`config.mk`:
```
export PLATFORM = sky130hd
export DESIGN_NAME = async_rx_channel
export DESIGN_NICKNAME = d
export VERILOG_FILES = /design/src/rtl/srx_pkg.sv /design/src/rtl/srx_sync.sv /design/src/rtl/srx_framer.sv /design/src/rtl/srx_hold.sv /design/src/rtl/async_rx_channel.sv
export SDC_FILE = /design/constraint.sdc
export NUM_CORES = 1
export LEC_CHECK = 0
export CAP_MARGIN = 20
export CORE_AREA = 3 3 81 83
export DETAILED_ROUTE_END_ITERATION = 8
export DIE_AREA = 0 0 84 86
export HOLD_SLACK_MARGIN = 0.12
export SLEW_MARGIN = 20
export SYNTH_ARGS = -nofsm -noshare
export SYNTH_HDL_FRONTEND = slang
export SYNTH_SLANG_ARGS = --single-unit
```
`constraint.sdc`:
```
create_clock -name clk -period 2 [get_ports clk]
set_clock_uncertainty 0.2 [all_clocks]
set_input_delay 0.6 -clock clk [delete_from_list [all_inputs] [get_ports clk]]
set_output_delay 0.6 -clock clk [all_outputs]
set_load 0.01 [all_outputs]
```
`src/rtl/srx_pkg.sv`:
```
// Shared types for the serial receive channel.
// Assumes: included before any module that uses rx_state_t or rx_flags_t.
package srx_pkg;

    typedef enum logic [2:0] {
        ST_WAITHI = 3'd0,   // line must be seen high before searching
        ST_HUNT   = 3'd1,   // looking for a low level on a tick
        ST_START  = 3'd2,   // confirming the start bit
        ST_DATA   = 3'd3,   // sampling data bits
        ST_PAR    = 3'd4,   // sampling the parity bit
        ST_STOP   = 3'd5    // sampling the stop bit
    } rx_state_t;

    typedef struct packed {
        logic ferr;
        logic perr;
        logic brk;
    } rx_flags_t;

endpackage

```
`src/rtl/srx_sync.sv`:
```
// Multi-stage synchronizer for the asynchronous serial input.
// Assumes: STAGES >= 2; resets to the idle (high) line level.
module srx_sync #(
    parameter int STAGES = 2
) (
    input  logic clk,
    input  logic rst_n,
    input  logic d_async,
    output logic q_sync
);

    logic [STAGES-1:0] chain;

    // Shift the raw input through the flop chain.
    always_ff @(posedge clk) begin
        if (!rst_n) chain <= '1;
        else        chain <= {chain[STAGES-2:0], d_async};
    end

    assign q_sync = chain[STAGES-1];

endmodule

```
`src/rtl/srx_framer.sv`:
```
// Bit-level receive state machine: start confirmation, data, parity and
// stop sampling, break versus framing classification.
// Assumes: tick pulses OVS times per bit; rxd_s is already synchronized;
// length and parity settings are latched when a start edge is detected.
module srx_framer #(
    parameter int DATA_W = 8,
    parameter int OVS    = 16
) (
    input  logic                  clk,
    input  logic                  rst_n,
    input  logic                  tick,
    input  logic                  en,
    input  logic                  rxd_s,
    input  logic [1:0]            len_sel,
    input  logic [1:0]            par_mode,
    output logic                  done_o,
    output logic [DATA_W-1:0]     data_o,
    output srx_pkg::rx_flags_t    flags_o
);
    import srx_pkg::*;

    localparam int CNT_W    = $clog2(OVS);
    localparam int IDX_W    = $clog2(DATA_W);
    localparam int MID      = OVS / 2 - 1;
    localparam int MIN_BITS = DATA_W - 3;

    rx_state_t          state;
    logic [CNT_W-1:0]   cnt;
    logic [IDX_W-1:0]   idx;
    logic [DATA_W-1:0]  shreg;
    logic [1:0]         cfg_len;
    logic [1:0]         cfg_par;
    logic               ones;
    logic               parbit;
    logic               any1;
    logic [IDX_W-1:0]   last_idx;
    logic               centre;
    logic               stop_low;
    logic               all_zero;

    // Index of the final data bit for the latched length.
    assign last_idx = IDX_W'(MIN_BITS - 1) + IDX_W'(cfg_len);
    // A tick that lands on a bit centre.
    assign centre   = (cnt == CNT_W'(OVS - 1));
    assign stop_low = !rxd_s;
    assign all_zero = !any1;

    // Main receive sequencer and character capture.
    always_ff @(posedge clk) begin
        if (!rst_n) begin
            state   <= ST_WAITHI;
            cnt     <= '0;
            idx     <= '0;
            shreg   <= '0;
            cfg_len <= '0;
            cfg_par <= '0;
            ones    <= 1'b0;
            parbit  <= 1'b0;
            any1    <= 1'b0;
            done_o  <= 1'b0;
            data_o  <= '0;
            flags_o <= '0;
        end else begin
            done_o <= 1'b0;
            if (!en) begin
                state <= ST_WAITHI;
            end else if (tick) begin
                case (state)
                    ST_WAITHI: begin
                        if (rxd_s) state <= ST_HUNT;
                    end
                    ST_HUNT: begin
                        if (!rxd_s) begin
                            state   <= ST_START;
                            cnt     <= '0;
                            cfg_len <= len_sel;
                            cfg_par <= par_mode;
                        end
                    end
                    ST_START: begin
                        if (cnt == CNT_W'(MID - 1)) begin
                            cnt <= '0;
                            if (rxd_s) begin
                                state <= ST_HUNT;
                            end else begin
                                state  <= ST_DATA;
                                idx    <= '0;
                                shreg  <= '0;
                                ones   <= 1'b0;
                                parbit <= 1'b0;
                                any1   <= 1'b0;
                            end
                        end else begin
                            cnt <= cnt + 1'b1;
                        end
                    end
                    ST_DATA: begin
                        if (centre) begin
                            cnt        <= '0;
                            shreg[idx] <= rxd_s;
                            ones       <= ones ^ rxd_s;
                            any1       <= any1 | rxd_s;
                            if (idx == last_idx) state <= cfg_par[1] ? ST_PAR : ST_STOP;
                            else                 idx   <= idx + 1'b1;
                        end else begin
                            cnt <= cnt + 1'b1;
                        end
                    end
                    ST_PAR: begin
                        if (centre) begin
                            cnt    <= '0;
                            parbit <= rxd_s;
                            any1   <= any1 | rxd_s;
                            state  <= ST_STOP;
                        end else begin
                            cnt <= cnt + 1'b1;
                        end
                    end
                    ST_STOP: begin
                        if (centre) begin
                            cnt          <= '0;
                            done_o       <= 1'b1;
                            data_o       <= shreg;
                            flags_o.brk  <= stop_low && all_zero;
                            flags_o.ferr <= stop_low && !all_zero;
                            flags_o.perr <= cfg_par[1] && ((ones ^ parbit) != cfg_par[0])
                                            && !(stop_low && all_zero);
                            state        <= (stop_low && all_zero) ? ST_WAITHI : ST_HUNT;
                        end else begin
                            cnt <= cnt + 1'b1;
                        end
                    end
                    default: state <= ST_WAITHI;
                endcase
            end
        end
    end

    AST_START_REJECT: assert property (@(posedge clk) disable iff (!rst_n)
        (en && tick && state == ST_START && cnt == CNT_W'(MID - 1) && rxd_s) |=> (state == ST_HUNT));
    AST_NO_START_LOW: assert property (@(posedge clk) disable iff (!rst_n)
        (state == ST_WAITHI && !rxd_s) |=> (state != ST_START));
    AST_UPPER_ZERO: assert property (@(posedge clk) disable iff (!rst_n)
        done_o |-> ((data_o >> last_idx) <= DATA_W'(1)));
    AST_DONE_ENABLED: assert property (@(posedge clk) disable iff (!rst_n)
        done_o |-> $past(en));

endmodule

```
`src/rtl/srx_hold.sv`:
```
// One-entry receive holding register with ready, error and overrun flags.
// Assumes: done_i is a one-clock pulse; rd_stb is one clock wide.
module srx_hold #(
    parameter int DATA_W = 8
) (
    input  logic                  clk,
    input  logic                  rst_n,
    input  logic                  done_i,
    input  logic [DATA_W-1:0]     data_i,
    input  srx_pkg::rx_flags_t    flags_i,
    input  logic                  rd_stb,
    input  logic                  irq_en,
    output logic [DATA_W-1:0]     rx_data,
    output logic                  rdy,
    output logic                  ferr,
    output logic                  perr,
    output logic                  brk,
    output logic                  ovr,
    output logic                  irq
);

    // Load a finished character or retire the held one on a read.
    always_ff @(posedge clk) begin
        if (!rst_n) begin
            rx_data <= '0;
            rdy     <= 1'b0;
            ferr    <= 1'b0;
            perr    <= 1'b0;
            brk     <= 1'b0;
            ovr     <= 1'b0;
        end else if (done_i) begin
            rx_data <= data_i;
            ferr    <= flags_i.ferr;
            perr    <= flags_i.perr;
            brk     <= flags_i.brk;
            rdy     <= 1'b1;
            ovr     <= (ovr || rdy) && !rd_stb;
        end else if (rd_stb) begin
            rdy <= 1'b0;
            ovr <= 1'b0;
        end
    end

    // Interrupt request follows the ready flag when enabled.
    assign irq = rdy & irq_en;

    AST_RDY_ON_DONE: assert property (@(posedge clk) disable iff (!rst_n)
        done_i |=> rdy);
    AST_READ_CLEARS: assert property (@(posedge clk) disable iff (!rst_n)
        (rd_stb && !done_i) |=> (!rdy && !ovr));
    AST_OVR_SET: assert property (@(posedge clk) disable iff (!rst_n)
        (done_i && rdy && !rd_stb) |=> ovr);
    AST_BRK_ZERO: assert property (@(posedge clk) disable iff (!rst_n)
        brk |-> (rx_data == '0 && !ferr));

endmodule

```
`src/rtl/async_rx_channel.sv`:
```
// Top of the serial receive channel: synchronizer, bit framer and
// holding register.
// Assumes: tick16 is a single-clock enable at OVS times the bit rate.
module async_rx_channel #(
    parameter int DATA_W      = 8,
    parameter int OVS         = 16,
    parameter int SYNC_STAGES = 2
) (
    input  logic              clk,
    input  logic              rst_n,
    input  logic              tick16,
    input  logic              rxd,
    input  logic              rx_en,
    input  logic [1:0]        len_sel,
    input  logic [1:0]        par_mode,
    input  logic              irq_en,
    input  logic              rd_stb,
    output logic [DATA_W-1:0] rx_data,
    output logic              rx_rdy,
    output logic              rx_ferr,
    output logic              rx_perr,
    output logic              rx_brk,
    output logic              rx_ovr,
    output logic              rx_irq
);

    logic                rxd_s;
    logic                done;
    logic [DATA_W-1:0]   chr;
    srx_pkg::rx_flags_t  flg;

    srx_sync #(.STAGES(SYNC_STAGES)) u_sync (
        .clk     (clk),
        .rst_n   (rst_n),
        .d_async (rxd),
        .q_sync  (rxd_s)
    );

    srx_framer #(.DATA_W(DATA_W), .OVS(OVS)) u_framer (
        .clk      (clk),
        .rst_n    (rst_n),
        .tick     (tick16),
        .en       (rx_en),
        .rxd_s    (rxd_s),
        .len_sel  (len_sel),
        .par_mode (par_mode),
        .done_o   (done),
        .data_o   (chr),
        .flags_o  (flg)
    );

    srx_hold #(.DATA_W(DATA_W)) u_hold (
        .clk     (clk),
        .rst_n   (rst_n),
        .done_i  (done),
        .data_i  (chr),
        .flags_i (flg),
        .rd_stb  (rd_stb),
        .irq_en  (irq_en),
        .rx_data (rx_data),
        .rdy     (rx_rdy),
        .ferr    (rx_ferr),
        .perr    (rx_perr),
        .brk     (rx_brk),
        .ovr     (rx_ovr),
        .irq     (rx_irq)
    );

endmodule

```
; ---- Word level (Yosys, flattened, before mapping)
; Index checks and enable logic that the tools add are counted.
[word_totals]
wordCells = 118
in_bits = 11
regBits = 52
[op_classes]
n_mux = 39
n_lt_le_gt_ge = 2
reduce_logical = 29
eq_ne = 19
bitwise = 5
addsub = 3
[op_table]
columns = operator, n
row1 = $mux 3, 11
row2 = $mux 8, 3
row3 = $pmux 3 s6, 1
row4 = $reduce_and 6->1, 3
row5 = $pmux 8 s2, 1
row6 = $reduce_and 4->1, 4
row7 = $mux 1, 12
row8 = $mux 4, 3
row9 = $ne 2x1->1 const B, 6
row10 = $pmux 4 s3, 1
row11 = $bwmux 8, 1
row12 = $ne 2x2->1 const B, 4
row13 = $reduce_and 8->1, 1
row14 = $reduce_bool 2->1, 4
row15 = $reduce_and 7->1, 1
row16 = $eq 3x2->1 const B, 2
row17 = $eq 3x3->1 const B, 2
row18 = $logic_and 1x1->1, 6
row19 = $pmux 1 s2, 3
row20 = $pmux 3 s2, 1
row21 = $add 4x1->4 const B, 1
row22 = $eq 4x3->1 const B, 1
row23 = $eq 4x4->1 const B, 1
row24 = $logic_not 1->1, 4
row25 = other kinds (19), 20

; ---- Logic depth before layout (Yosys ltp)
[depth]
word_depth = 7
ltp_mapped = 8
mapped_depth_nobuf = 6

; ---- Hierarchy
; A second synthesis with hierarchy kept.
[unflattened]
cells_unflattened = 280
area_unflattened_um2 = 2591.2
[by_module_without_submodules]
columns = module, cells_each, area_each_um2, instances, seq_area_each_um2
row1 = srx_framer, 233, 2023.2, 1, 740.7
row2 = srx_hold, 43, 515.5, 1, 260.2
row3 = srx_sync, 4, 52.6, 1, 40.0

; ---- Least setup slack after synthesis
; No wires, ideal clock.
[synth_path]
path_kind = input-to-reg
startpoint = input port tick16
endpoint = register u_framer.cfg_len[0]
setup_time_ns = 0.128
setup_slack_ns = 0.064
stages = 6
t_arrival_ns = 1.608
t_required_ns = 1.672
cell_sequence = and3b_1 buf_4 or4b_1 buf_2 mux2i_1 nor2_1
[synth_between]
elab_chain_cells = 1
[synth_rtl]
columns = item, line
row1 = from (decl), async_rx_channel.sv:11  ; input logic tick16,
row2 = $reduce_and 4->1 (no line), -
row3 = to (signal assigned), srx_framer.sv:76  ; cfg_len <= len_sel;
row4 = to (decl), srx_framer.sv:31  ; logic [1:0] cfg_len;
; Every way passes these cells.
; A chain may end at the register's enable or synchronous reset.

; ---- Worst setup path in the final report
[layout_path]
startpoint = input port rx_en
endpoint = register u_framer.shreg[1]
[layout_between]
elab_chain_cells = 1
[layout_rtl]
columns = item, line
row1 = from (decl), async_rx_channel.sv:13  ; input logic rx_en,
row2 = $reduce_and 6->1 (no line), -
row3 = "to (signal, indexed assignment)", srx_framer.sv:100  ; shreg[idx] <= rxd_s;
row4 = to (decl), srx_framer.sv:30  ; logic [DATA_W-1:0] shreg;
; Every way passes these cells.

==> impl_results.md <==
* Post-CTS Hold Buffers at 0
* CP Data Required Time at between 2 and 2.5 ns
* Total Wirelength at 5450 um
* RSZ-0062 raised after global routing: false
* Setup TNS at 0 ns
* Fillcell total at between 600 and 700
* Final Cycle Share at 95.1%
* Row count at 28
* First-pass GRT wire length at 9450 um
* Total CTS buffers at 5
* Net Count, Synth at slightly below 300
* CTS tree: built
* H-tree Lvls at 2
* Layout cells sized above 1 at 16.3%
* Clock transition at path regs at approximately 0.10 ns
* GRT Total Usage at 16.0%
* DR WL/cell at 13.6 um
* Starting Density at about 40%
* DRT Pass-1 Iters at 4
* Post-synthesis adder-cell area fraction at 1.54%
* Final #Nets at 338
* Arrival time worst endpoint at 1.95 ns
* Netlist cell types at 52
* DRC viols at 0
* Power per cell area at a little under 600 nW/um^2
* Post-Syn Instances at 279
* Die W at roughly 84 um
* Post-Synth Simple-Gate Area at roughly a quarter
* R2r setup slk at 0.13 ns
* Post-placement cell area at about 2900 um^2
* Max-cap viol count at 0
* Commonest cells after routing, fill and taps aside: 51 x dfxtp_1, 39 x nand2_1, 33 x buf_4
* Mapped Area at roughly 2400 um^2
* Largest family of logic cells by synthesized area: simple AND/OR/NAND/NOR gates
* Sink Count at 52
* CP Capture Type: flip-flop
* Antenna diode count at 0
* Commonest non-fill, non-tap cell in the layout: dfxtp_1
* Tightest Pin Transition at 0.521 ns
* Status: finished clean
* Ys flop type: dfxtp_1
* Root Driver: clkbuf_8
* # port buffers at 24
* CP Launch Type: input port
* Final GP Congestion at 0.899
* Rel. slew slack at 65.0%
* Die area at between 7000 and 8000 um^2
* # IOs at 25
* Post-synthesis sequential area ratio at around 43%
* Area delta synth->final at 24.7%
* Post-synthesis mux area share at 9.47%
* Lkg Pwr at 1.23 nW
* Final ANT Viol Nets at 0
* #FFs+latches synth at 52
* Skew-Pair Late Insertion Delay at roughly 0.32 ns
* Die H at 86 um
* Total core area at 5920 um^2
* Synth Area in Compound Gates at 14.7%
* Min cycle time layout at between 1.5 and 2 ns
* Design Area, Final at ~3000 um^2
* Avg Inst Size Synth at 8.72 um^2
* Vias at 2120
* Via-to-Cell Ratio at approximately 5.3
* Kind of critical path: in2reg
* DPL Wire Length at 3960 um
* Largest net degree at the start of global routing at 36
* Ys Warns at 0
* FMAX at about 0.53 GHz
* Synth Area in XOR/XNOR at under 10%
* Final setup vio count at 0
* Initial antenna violation count at 0
* Hold Path Class: reg2reg
* Synth async-reset ratio at 0%
* DRT iter0 DRCs at 126
* Vias in the first global route at 1969
* Grt ovf at 0
* Count of pins over their slew limit at 0
* Final hold vios at 0
* CP max FO at 6
* Peak supply drop at 0.000320 V
* Number of enable flip-flop cells after synthesis at 0
* Max Root-Sink Buffers at 2
where the power goes:
group	internal, W	switching, W
Combinational	0.0000503	0.0000527
Clock	0.000258	0.000384
Sequential	0.00104	0.00000308
what timing repair did:
| item | CTS | global route |
|---|---|---|
| buffers inserted | 0 | 0 |
| endpoints found under the setup margin | 38 | 20 |
| pin swaps | 2 | 1 |
| hold endpoints to repair | 0 | 0 |
| gates resized for setup | 24 | 6 |
Yosys cell counts, drive strengths merged, types with 5 or more instances:
| cell | n | area (um^2) |
|---|---|---|
| dfxtp | 52 | 1040 |
| nand2 | 39 | 146 |
| mux2i | 23 | 230 |
| nor2 | 21 | 78.8 |
| a21oi | 20 | 100 |
| buf | 12 | 60.1 |
| nand4 | 10 | 62.6 |
| nand3 | 9 | 45.0 |
| clkbuf | 7 | 26.3 |
| nand2b | 7 | 43.8 |
| and3b | 5 | 43.8 |
| inv | 5 | 18.8 |
| nand4b | 5 | 43.8 |
per-stage QoR:
stage	power, W	utilization [%]	setup slack, ns	hold WS, ns	std cells
finish	0.00179	51.2	0.0990	0.217	400
detailed placement	0.00117	49.5	-0.552	0.198	392
global route	0.00185	51.2	0.000455	0.234	400
global placement	0.00117	49.5	-0.511	0.196	392
CTS	0.00181	51.0	0.00550	0.223	400
floorplan	0.00111	-	0.0643	0.186	279
cell type report:
cell class / count / area (um^2) / share of cell area [%]
clock buffers: 5 / 68.8 / 2.27
clock inverters: 3 / 27.5 / 0.907
inverters: 6 / 22.5 / 0.742
multi-input cells: 202 / 1310 / 43.3
flip-flops and latches: 52 / 1040 / 34.4
well taps: 75 / 93.8 / 3.09
repair buffers: 57 / 467 / 15.4
cells by family after synthesis:
kind of cell	Yosys count
adders and majority gates	3
AOI/OAI and AO/OA	53
and+or+nand+nor	118
xor gates and xnor gates	5
muxes	23
buffers and inverters	25
DFF	52
flip-flops by register name, summed over array words and instances, names as in the netlist, 2 cells and up:
name	count
u_framer.cnt	4
u_framer.flags_o	3
u_hold.rx_data	8
u_framer.shreg	8
u_sync.chain	2
u_framer.data_o	8
u_framer.cfg_len	2
u_framer.cfg_par	2
u_framer.state	3
u_framer.idx	3
critical path: stages:
cell	delay [ns]
dlygate4sd2_1	0.26
and3b_2	0.25
buf_4	0.15
a22o_1	0.23
buf_4	0.17
nand4_1	0.11
mux2i_1	0.18
per-layer routing:
layer	vias to the layer above	global-route usage, %	part of all wire (%)
li1	1091	-	-
met1	985	22.4	52
met2	38	24.2	43
met3	6	3.84	3.9
met4	0	5.26	1.4
met5	-	0	0
worst paths after layout:
kind              startpoint                end  cells past startpoint
max                    rx_en  u_framer.shreg[1]                      7
min          u_sync.chain[0]    u_sync.chain[1]                      1
max reg2reg  u_framer.cnt[1]      u_framer.ones                      5
min reg2reg  u_sync.chain[0]    u_sync.chain[1]                      1
No activity file was read; power rests on OpenSTA's default activity.
